File: config.mk
export PLATFORM = sky130hd
export DESIGN_NAME = match_wdog
export DESIGN_NICKNAME = d
export VERILOG_FILES = /design/src/rtl/match_wdog_pkg.sv /design/src/rtl/match_wdog_count.sv /design/src/rtl/match_wdog_pulse.sv /design/src/rtl/match_wdog_regs.sv /design/src/rtl/match_wdog.sv
export SDC_FILE = /design/constraint.sdc
export NUM_CORES = 1
export LEC_CHECK = 0
export BUFFER_PORTS_ARGS = -buffer_cell sky130_fd_sc_hd__buf_2
export CAP_MARGIN = 20
export CELL_PAD_IN_SITES_DETAIL_PLACEMENT = 1
export CELL_PAD_IN_SITES_GLOBAL_PLACEMENT = 1
export CORE_MARGIN = 3
export CORE_UTILIZATION = 47
export CTS_CLUSTER_SIZE = 30
export DETAILED_ROUTE_END_ITERATION = 16
export GPL_ROUTABILITY_DRIVEN = 0
export PLACE_DENSITY_LB_ADDON = 0.1
export SETUP_SLACK_MARGIN = 0.3
export SKIP_CTS_REPAIR_TIMING = 1
export SYNTH_ARGS = -nofsm -noshare
export SYNTH_HDL_FRONTEND = slang
export SYNTH_HIERARCHICAL = 1
export SYNTH_SLANG_ARGS = --single-unit
export TNS_END_PERCENT = 1
File: constraint.sdc
create_clock -name clk -period 7.4 [get_ports clk]
set_input_delay 0.37 -clock clk [delete_from_list [all_inputs] [get_ports clk]]
set_output_delay 0.37 -clock clk [all_outputs]
set_load 0.03 [all_outputs]
File: src/rtl/match_wdog_pkg.sv
package match_wdog_pkg;

   typedef enum logic [2:0] {
      IDX_IRQ   = 3'd0,
      IDX_CTRL  = 3'd1,
      IDX_COUNT = 3'd2,
      IDX_MCTL  = 3'd3,
      IDX_MVAL  = 3'd4,
      IDX_OUTC  = 3'd5,
      IDX_WIDTH = 3'd6,
      IDX_STAT  = 3'd7
   } reg_idx_e;

   typedef enum logic [1:0] {
      OUT_KEEP = 2'b00,
      OUT_LOW  = 2'b01,
      OUT_HIGH = 2'b10,
      OUT_FLIP = 2'b11
   } out_act_e;

   typedef struct packed {
      logic halt_ok;
      logic zero;
      logic run;
   } ctrl_t;

   typedef struct packed {
      logic rst_both;
      logic rst_int;
      logic stop;
      logic rsvd;
      logic irq_en;
   } mctl_t;

endpackage

File: src/rtl/match_wdog_count.sv
module match_wdog_count #(
   parameter int CNT_W = 32
) (
   input  logic             clk,
   input  logic             rst_n,
   input  logic             run_en,
   input  logic             zero_req,
   input  logic             halt_ok,
   input  logic             dbg_halt,
   input  logic             stop_on_hit,
   input  logic [CNT_W-1:0] match_val,
   output logic [CNT_W-1:0] count,
   output logic             hit
);

   logic advancing;

   assign advancing = run_en & ~(halt_ok & dbg_halt) & ~zero_req;
   assign hit       = advancing & (count == match_val);

   always_ff @(posedge clk) begin
      if (!rst_n) begin
         count <= '0;
      end else if (zero_req) begin
         count <= '0;
      end else if (hit && stop_on_hit) begin
         count <= '0;
      end else if (advancing) begin
         count <= count + 1'b1;
      end
   end

endmodule

File: src/rtl/match_wdog_pulse.sv
module match_wdog_pulse #(
   parameter int PW_W  = 16,
   parameter int EXTRA = 6
) (
   input  logic            clk,
   input  logic            por_n,
   input  logic            trig_int,
   input  logic            trig_both,
   input  logic [PW_W-1:0] width,
   output logic            sys_rst_req,
   output logic            ext_rst_out,
   output logic            started
);

   localparam int LEFT_W = $clog2((1 << PW_W) + EXTRA);

   logic              active;
   logic              both_mode;
   logic [LEFT_W-1:0] left;
   logic [LEFT_W-1:0] load_val;

   generate
      if (EXTRA < 1) begin : g_bad_extra
         $error("match_wdog_pulse: EXTRA must be at least 1");
      end
   endgenerate

   assign load_val = LEFT_W'(width) + LEFT_W'(EXTRA - 1);
   assign started  = (trig_int | trig_both) & ~active;

   always_ff @(posedge clk) begin
      if (!por_n) begin
         active    <= 1'b0;
         both_mode <= 1'b0;
         left      <= '0;
      end else if (started) begin
         active    <= 1'b1;
         both_mode <= trig_both;
         left      <= load_val;
      end else if (active) begin
         if (left == '0) begin
            active    <= 1'b0;
            both_mode <= 1'b0;
         end else begin
            left <= left - 1'b1;
         end
      end
   end

   assign sys_rst_req = active;
   assign ext_rst_out = active & both_mode;

endmodule

File: src/rtl/match_wdog_regs.sv
module match_wdog_regs
   import match_wdog_pkg::*;
#(
   parameter int              DATA_W    = 32,
   parameter int              ADDR_W    = 5,
   parameter int              CNT_W     = 32,
   parameter int              PW_W      = 16,
   parameter logic [CNT_W-1:0] MATCH_RST = CNT_W'(247000000),
   parameter logic [PW_W-1:0]  WIDTH_RST = '1
) (
   input  logic              clk,
   input  logic              rst_n,
   input  logic              por_n,
   input  logic [ADDR_W-1:0] addr,
   input  logic [DATA_W-1:0] wdata,
   input  logic              we,
   input  logic              hit,
   input  logic [CNT_W-1:0]  count,
   input  logic              pulse_started,
   output ctrl_t             ctrl,
   output mctl_t             mctl,
   output logic [CNT_W-1:0]  match_val,
   output logic [PW_W-1:0]   width,
   output logic [DATA_W-1:0] rdata,
   output logic              irq,
   output logic              match_out,
   output out_act_e          out_act,
   output logic              wd_stat,
   output logic              trig_int,
   output logic              trig_both
);

   logic              in_range;
   reg_idx_e          idx;
   logic [DATA_W-1:0] count_rd;
   logic [DATA_W-1:0] mval_rd;
   logic [DATA_W-1:0] width_rd;
   logic              unused_wdata;

   generate
      if (ADDR_W > 5) begin : g_wide_addr
         assign in_range = (addr[ADDR_W-1:5] == '0);
      end else begin : g_exact_addr
         assign in_range = 1'b1;
      end
      if (CNT_W < DATA_W) begin : g_pad_cnt
         assign count_rd = {{(DATA_W-CNT_W){1'b0}}, count};
         assign mval_rd  = {{(DATA_W-CNT_W){1'b0}}, match_val};
      end else begin : g_full_cnt
         assign count_rd = count;
         assign mval_rd  = match_val;
      end
      if (PW_W < DATA_W) begin : g_pad_pw
         assign width_rd = {{(DATA_W-PW_W){1'b0}}, width};
      end else begin : g_full_pw
         assign width_rd = width;
      end
   endgenerate

   assign idx          = reg_idx_e'(addr[4:2]);
   assign unused_wdata = ^{wdata, addr[1:0]};

   function automatic logic wr_to(input reg_idx_e which);
      return we && in_range && (idx == which);
   endfunction

   assign trig_int  = (hit & mctl.rst_int)  | (wr_to(IDX_MCTL) & wdata[5]);
   assign trig_both = (hit & mctl.rst_both) | (wr_to(IDX_MCTL) & wdata[6]);

   always_ff @(posedge clk) begin
      if (!rst_n) begin
         ctrl      <= '0;
         mctl      <= '0;
         match_val <= MATCH_RST;
         width     <= WIDTH_RST;
         irq       <= 1'b0;
         match_out <= 1'b0;
         out_act   <= OUT_KEEP;
      end else begin
         if (wr_to(IDX_CTRL)) ctrl <= ctrl_t'(wdata[2:0]);
         if (hit && mctl.stop) ctrl.run <= 1'b0;

         if (wr_to(IDX_MCTL)) mctl <= '{rst_both: wdata[4], rst_int: wdata[3],
                                        stop: wdata[2], rsvd: 1'b0, irq_en: wdata[0]};
         if (wr_to(IDX_MVAL))  match_val <= wdata[CNT_W-1:0];
         if (wr_to(IDX_WIDTH)) width     <= wdata[PW_W-1:0];

         if (hit && mctl.irq_en)             irq <= 1'b1;
         else if (wr_to(IDX_IRQ) && wdata[0]) irq <= 1'b0;

         if (wr_to(IDX_OUTC)) begin
            out_act   <= out_act_e'(wdata[5:4]);
            match_out <= wdata[0];
         end
         if (hit) begin
            case (out_act)
               OUT_LOW:  match_out <= 1'b0;
               OUT_HIGH: match_out <= 1'b1;
               OUT_FLIP: match_out <= ~match_out;
               default:  ;
            endcase
         end
      end
   end

   always_ff @(posedge clk) begin
      if (!por_n) wd_stat <= 1'b0;
      else if (pulse_started) wd_stat <= 1'b1;
   end

   always_comb begin
      rdata = '0;
      if (in_range) begin
         case (idx)
            IDX_IRQ:   rdata[0]   = irq;
            IDX_CTRL:  rdata[2:0] = ctrl;
            IDX_COUNT: rdata      = count_rd;
            IDX_MCTL:  rdata[4:0] = mctl;
            IDX_MVAL:  rdata      = mval_rd;
            IDX_OUTC:  begin
               rdata[5:4] = out_act;
               rdata[0]   = match_out;
            end
            IDX_WIDTH: rdata      = width_rd;
            IDX_STAT:  rdata[0]   = wd_stat;
            default:   rdata      = '0;
         endcase
      end
   end

endmodule

File: src/rtl/match_wdog.sv
module match_wdog
   import match_wdog_pkg::*;
#(
   parameter int               DATA_W    = 32,
   parameter int               ADDR_W    = 5,
   parameter int               CNT_W     = 32,
   parameter int               PW_W      = 16,
   parameter int               EXTRA     = 6,
   parameter logic [CNT_W-1:0] MATCH_RST = CNT_W'(247000000)
) (
   input  logic              clk,
   input  logic              por_n,
   input  logic              rst_n,
   input  logic              dbg_halt,
   input  logic [ADDR_W-1:0] bus_addr,
   input  logic [DATA_W-1:0] bus_wdata,
   input  logic              bus_we,
   output logic [DATA_W-1:0] bus_rdata,
   output logic              irq,
   output logic              match_out,
   output logic              sys_rst_req,
   output logic              ext_rst_out
);

   generate
      if (CNT_W > DATA_W || CNT_W < 8) begin : g_bad_cnt
         $error("match_wdog: CNT_W must lie between 8 and DATA_W");
      end
      if (PW_W > DATA_W || PW_W < 4) begin : g_bad_pw
         $error("match_wdog: PW_W must lie between 4 and DATA_W");
      end
      if (ADDR_W < 5) begin : g_bad_addr
         $error("match_wdog: ADDR_W must cover eight word registers");
      end
   endgenerate

   logic             rst_all_n;
   ctrl_t            ctrl;
   mctl_t            mctl;
   out_act_e         out_act;
   logic [CNT_W-1:0] match_val;
   logic [CNT_W-1:0] count;
   logic [PW_W-1:0]  width;
   logic             hit;
   logic             trig_int;
   logic             trig_both;
   logic             pulse_started;
   logic             wd_stat;

   assign rst_all_n = rst_n & por_n;

   match_wdog_count #(.CNT_W(CNT_W)) u_count (
      .clk         (clk),
      .rst_n       (rst_all_n),
      .run_en      (ctrl.run),
      .zero_req    (ctrl.zero),
      .halt_ok     (ctrl.halt_ok),
      .dbg_halt    (dbg_halt),
      .stop_on_hit (mctl.stop),
      .match_val   (match_val),
      .count       (count),
      .hit         (hit)
   );

   match_wdog_regs #(
      .DATA_W    (DATA_W),
      .ADDR_W    (ADDR_W),
      .CNT_W     (CNT_W),
      .PW_W      (PW_W),
      .MATCH_RST (MATCH_RST)
   ) u_regs (
      .clk           (clk),
      .rst_n         (rst_all_n),
      .por_n         (por_n),
      .addr          (bus_addr),
      .wdata         (bus_wdata),
      .we            (bus_we),
      .hit           (hit),
      .count         (count),
      .pulse_started (pulse_started),
      .ctrl          (ctrl),
      .mctl          (mctl),
      .match_val     (match_val),
      .width         (width),
      .rdata         (bus_rdata),
      .irq           (irq),
      .match_out     (match_out),
      .out_act       (out_act),
      .wd_stat       (wd_stat),
      .trig_int      (trig_int),
      .trig_both     (trig_both)
   );

   match_wdog_pulse #(.PW_W(PW_W), .EXTRA(EXTRA)) u_pulse (
      .clk         (clk),
      .por_n       (por_n),
      .trig_int    (trig_int),
      .trig_both   (trig_both),
      .width       (width),
      .sys_rst_req (sys_rst_req),
      .ext_rst_out (ext_rst_out),
      .started     (pulse_started)
   );

endmodule

==> report_table.html <==
<table>
<tr><th>Metric</th><th>Value</th></tr>
<tr><th colspan="2">Status</th></tr>
<tr><td>Outcome</td><td>completed</td></tr>
<tr><th colspan="2">STA</th></tr>
<tr><td>Final Skew</td><td>about 0.012 ns</td></tr>
<tr><td>Hold Vio Cnt, Final</td><td>0</td></tr>
<tr><td>Unrepaired setup endpoints after global routing</td><td>no</td></tr>
<tr><td>Clock period minus final worst setup slack</td><td>around 3.3 ns</td></tr>
<tr><td>PnR worst setup slack</td><td>between 4 and 5 ns</td></tr>
<tr><td>Total setup violations reported at the end of the flow</td><td>0</td></tr>
<tr><td>Setup total negative slack</td><td>0 ns</td></tr>
<tr><td>Worst slew margin</td><td>0.346</td></tr>
<tr><td>Number of max-slew violations in the final report</td><td>0</td></tr>
<tr><td>Actual slew at the worst max-slew pin</td><td>just under 1 ns</td></tr>
<tr><td>Top achievable clock speed</td><td>between 0.2 and 0.3 GHz</td></tr>
<tr><td>Tightest hold margin</td><td>about 0.22 ns</td></tr>
<tr><td>Period Utilization, post-route</td><td>0.452</td></tr>
<tr><th colspan="2">Layout</th></tr>
<tr><td>Fraction of layout cells with a size suffix above 1</td><td>0.163</td></tr>
<tr><td>Non-filler cells in the finished layout</td><td>just over 1,000</td></tr>
<tr><td>Layout overhead on the synthesized area</td><td>10.6%</td></tr>
<tr><td>Design area</td><td>between 7000 and 8000 µm²</td></tr>
<tr><td>Number of diodes</td><td>0</td></tr>
<tr><td>Number of nets in the layout</td><td>892</td></tr>
<tr><td>Commonest non-fill, non-tap cells in the layout</td><td>nand2_1, dfxtp_1, buf_2</td></tr>
<tr><td>Most common library cell in the layout ignoring fill and taps</td><td>nand2_1</td></tr>
<tr><th colspan="2">Place</th></tr>
<tr><td>Instance area at placement</td><td>~7000 µm²</td></tr>
<tr><td>Detailed Place HPWL</td><td>roughly 14,000 µm</td></tr>
<tr><td>Placed insts</td><td>1,010</td></tr>
<tr><td>Pre-CTS WS</td><td>3.58 ns</td></tr>
<tr><td>Number of buffers inserted by port buffering</td><td>75</td></tr>
<tr><th colspan="2">Route</th></tr>
<tr><td>Count of antenna-violating nets left after detailed routing</td><td>0</td></tr>
<tr><td>Routed via count</td><td>between 6,000 and 7,000</td></tr>
<tr><td>Vias per Instance</td><td>5.90</td></tr>
<tr><td>Remaining routing DRC violations</td><td>0</td></tr>
<tr><td>Overall routed net length</td><td>19,800 µm</td></tr>
<tr><td>Number of violations reported at the end of detailed-routing iteration 0</td><td>approximately 410</td></tr>
<tr><td>First-pass detailed-route iteration total</td><td>4</td></tr>
<tr><td>Detail-routed net length per standard cell</td><td>a little under 20 µm</td></tr>
<tr><th colspan="2">Die</th></tr>
<tr><td>Horizontal extent of the die</td><td>around 120 µm</td></tr>
<tr><td>Initial Utilization</td><td>0.483</td></tr>
<tr><td>I/O Pins</td><td>around 80</td></tr>
<tr><td>Core area</td><td>13,300 µm²</td></tr>
<tr><td>Vert. Die Dim</td><td>about 120 µm</td></tr>
<tr><td>Num rows</td><td>42</td></tr>
<tr><td>Area enclosed by the die boundary</td><td>between 15,000 and 20,000 µm²</td></tr>
<tr><th colspan="2">Clocking</th></tr>
<tr><td># H-tree levels</td><td>3</td></tr>
<tr><td>Root buf cell</td><td>clkbuf_16</td></tr>
<tr><td>Clock sink total</td><td>roughly 110</td></tr>
<tr><td>Clock latency at the later pin of the worst-skew pair</td><td>between 0.3 and 0.4 ns</td></tr>
<tr><td>Clock Pin Slew Worst Setup and Hold Paths</td><td>about 0.08 ns</td></tr>
<tr><td>TritonCTS clock tree</td><td>yes</td></tr>
<tr><td>Max Root-Sink Buffers</td><td>2</td></tr>
<tr><td>Clock buffers created by TritonCTS</td><td>9</td></tr>
<tr><th colspan="2">Global route</th></tr>
<tr><td>Total gr overflow</td><td>0</td></tr>
<tr><td>Vias in the first global route</td><td>about 6,000</td></tr>
<tr><td>Total Routing Usage GR</td><td>0.267</td></tr>
<tr><td>Maximum number of pins on one net before global-route repair</td><td>61</td></tr>
<tr><td>Number of antenna violations at the first check in global routing</td><td>0</td></tr>
<tr><td>First-pass GRT wire length</td><td>around 32,000 µm</td></tr>
<tr><th colspan="2">Worst hold path</th></tr>
<tr><td>Depth of the worst hold-timing path</td><td>3</td></tr>
<tr><td>Class of the worst hold path</td><td>input pin to flip-flop</td></tr>
<tr><th colspan="2">Worst setup path</th></tr>
<tr><td>Startpoint types</td><td>flip-flop</td></tr>
<tr><td>Worst Path Arrival</td><td>about 3.6 ns</td></tr>
<tr><td>Number of cells on the worst reg-to-reg path</td><td>14</td></tr>
<tr><td>Data required time of the worst path</td><td>between 7 and 8 ns</td></tr>
<tr><td>Crit end category</td><td>flip-flop</td></tr>
<tr><td>Critical path class</td><td>flip-flop to flip-flop</td></tr>
<tr><td>Worst Path Max Fanout</td><td>21</td></tr>
<tr><th colspan="2">Power</th></tr>
<tr><td>Highest ir drop seen on vdd</td><td>around 0.00015 V</td></tr>
<tr><td>Leak Pwr</td><td>between 2 and 3 nW</td></tr>
<tr><td>Power density over the cells</td><td>~190 nW/µm²</td></tr>
<tr><th colspan="2">Synth</th></tr>
<tr><td>Yosys Warn Count</td><td>6</td></tr>
<tr><td>Number of nets in the synthesized netlist</td><td>approximately 850</td></tr>
<tr><td>Synth Cell Area</td><td>around 6400 µm²</td></tr>
<tr><td>Cell count after synthesis</td><td>801</td></tr>
<tr><td>Synth Area per Inst</td><td>a little over 8 µm²</td></tr>
<tr><th colspan="2">Job</th></tr>
<tr><td>Number of maximum-capacitance violations</td><td>0</td></tr>
</table>
routing by layer:
layer | wire (µm) | GRT usage | vias to the layer above
met1 | 8820 | 0.340 | 3013
met4 | 321 | 0.0678 | 0
met5 | 0 | 0 | -
li1 | - | - | 2928
met3 | 678 | 0.0476 | 19
met2 | 10000 | 0.468 | 105
critical path: stages, from the launching register on:
cell and delay (ns):
dfxtp_1 0.39, xnor2_1 0.35, nand4_1 0.15, nor4_1 0.45, nand2_1 0.11, nor3_1 0.20
clkbuf_4 0.24, a22o_1 0.23, o21bai_1 0.11, clkinv_1 0.18, buf_4 0.28, and3_1 0.21
a21oi_1 0.07, o211ai_1 0.11, a21oi_1 0.09
stage by stage:
step	util	total power [mW]
2_1_floorplan	-	0.795
3_3_place_gp	0.510	0.848
3_5_place_dp	0.510	0.855
4_1_cts	0.533	1.36
5_1_grt	0.534	1.41
6_report	0.534	1.35
path summary, 6_finish.rpt:
check | start | slack [ns] | endpoint
max | u_count/count[0]$_SDFFE_PP0P_ | 4.06 | u_pulse/left[15]$_SDFFE_PN0P_
min | bus_wdata[21] | 0.22 | u_regs/match_val[21]$_SDFFE_PN1P_
max reg2reg | u_count/count[0]$_SDFFE_PP0P_ | 4.06 | u_pulse/left[15]$_SDFFE_PN0P_
min reg2reg | u_pulse/both_mode$_SDFFE_PN0P_ | 0.48 | u_pulse/both_mode$_SDFFE_PN0P_
where the power goes:
part | switching [mW] | internal [mW]
registers | 0.0148 | 0.608
logic | 0.133 | 0.0866
clock network | 0.236 | 0.274
layout make-up:
| cell class | count | area [µm²] |
|---|---|---|
| Inverter | 13 | 48.8 |
| Clock inverter | 6 | 66.3 |
| Sequential cell | 111 | 2220 |
| Fill cell | 1680 | 6220 |
| Clock buffer | 10 | 239 |
| Timing Repair Buffer | 88 | 473 |
| Tap cell | 176 | 220 |
| Multi-Input combinational cell | 624 | 3860 |
flip-flops by register name, indices dropped and copies added, names as in the netlist:
register             count
u_regs/out_act           2
u_regs/width            16
u_regs/wd_stat           1
u_regs/irq               1
u_pulse/left            17
u_pulse/both_mode        1
u_regs/ctrl              3
u_pulse/sys_rst_req      1
u_regs/match_out         1
u_regs/match_val        32
u_count/count           32
u_regs/mctl              4
Power figures use the tool's default switching activity.
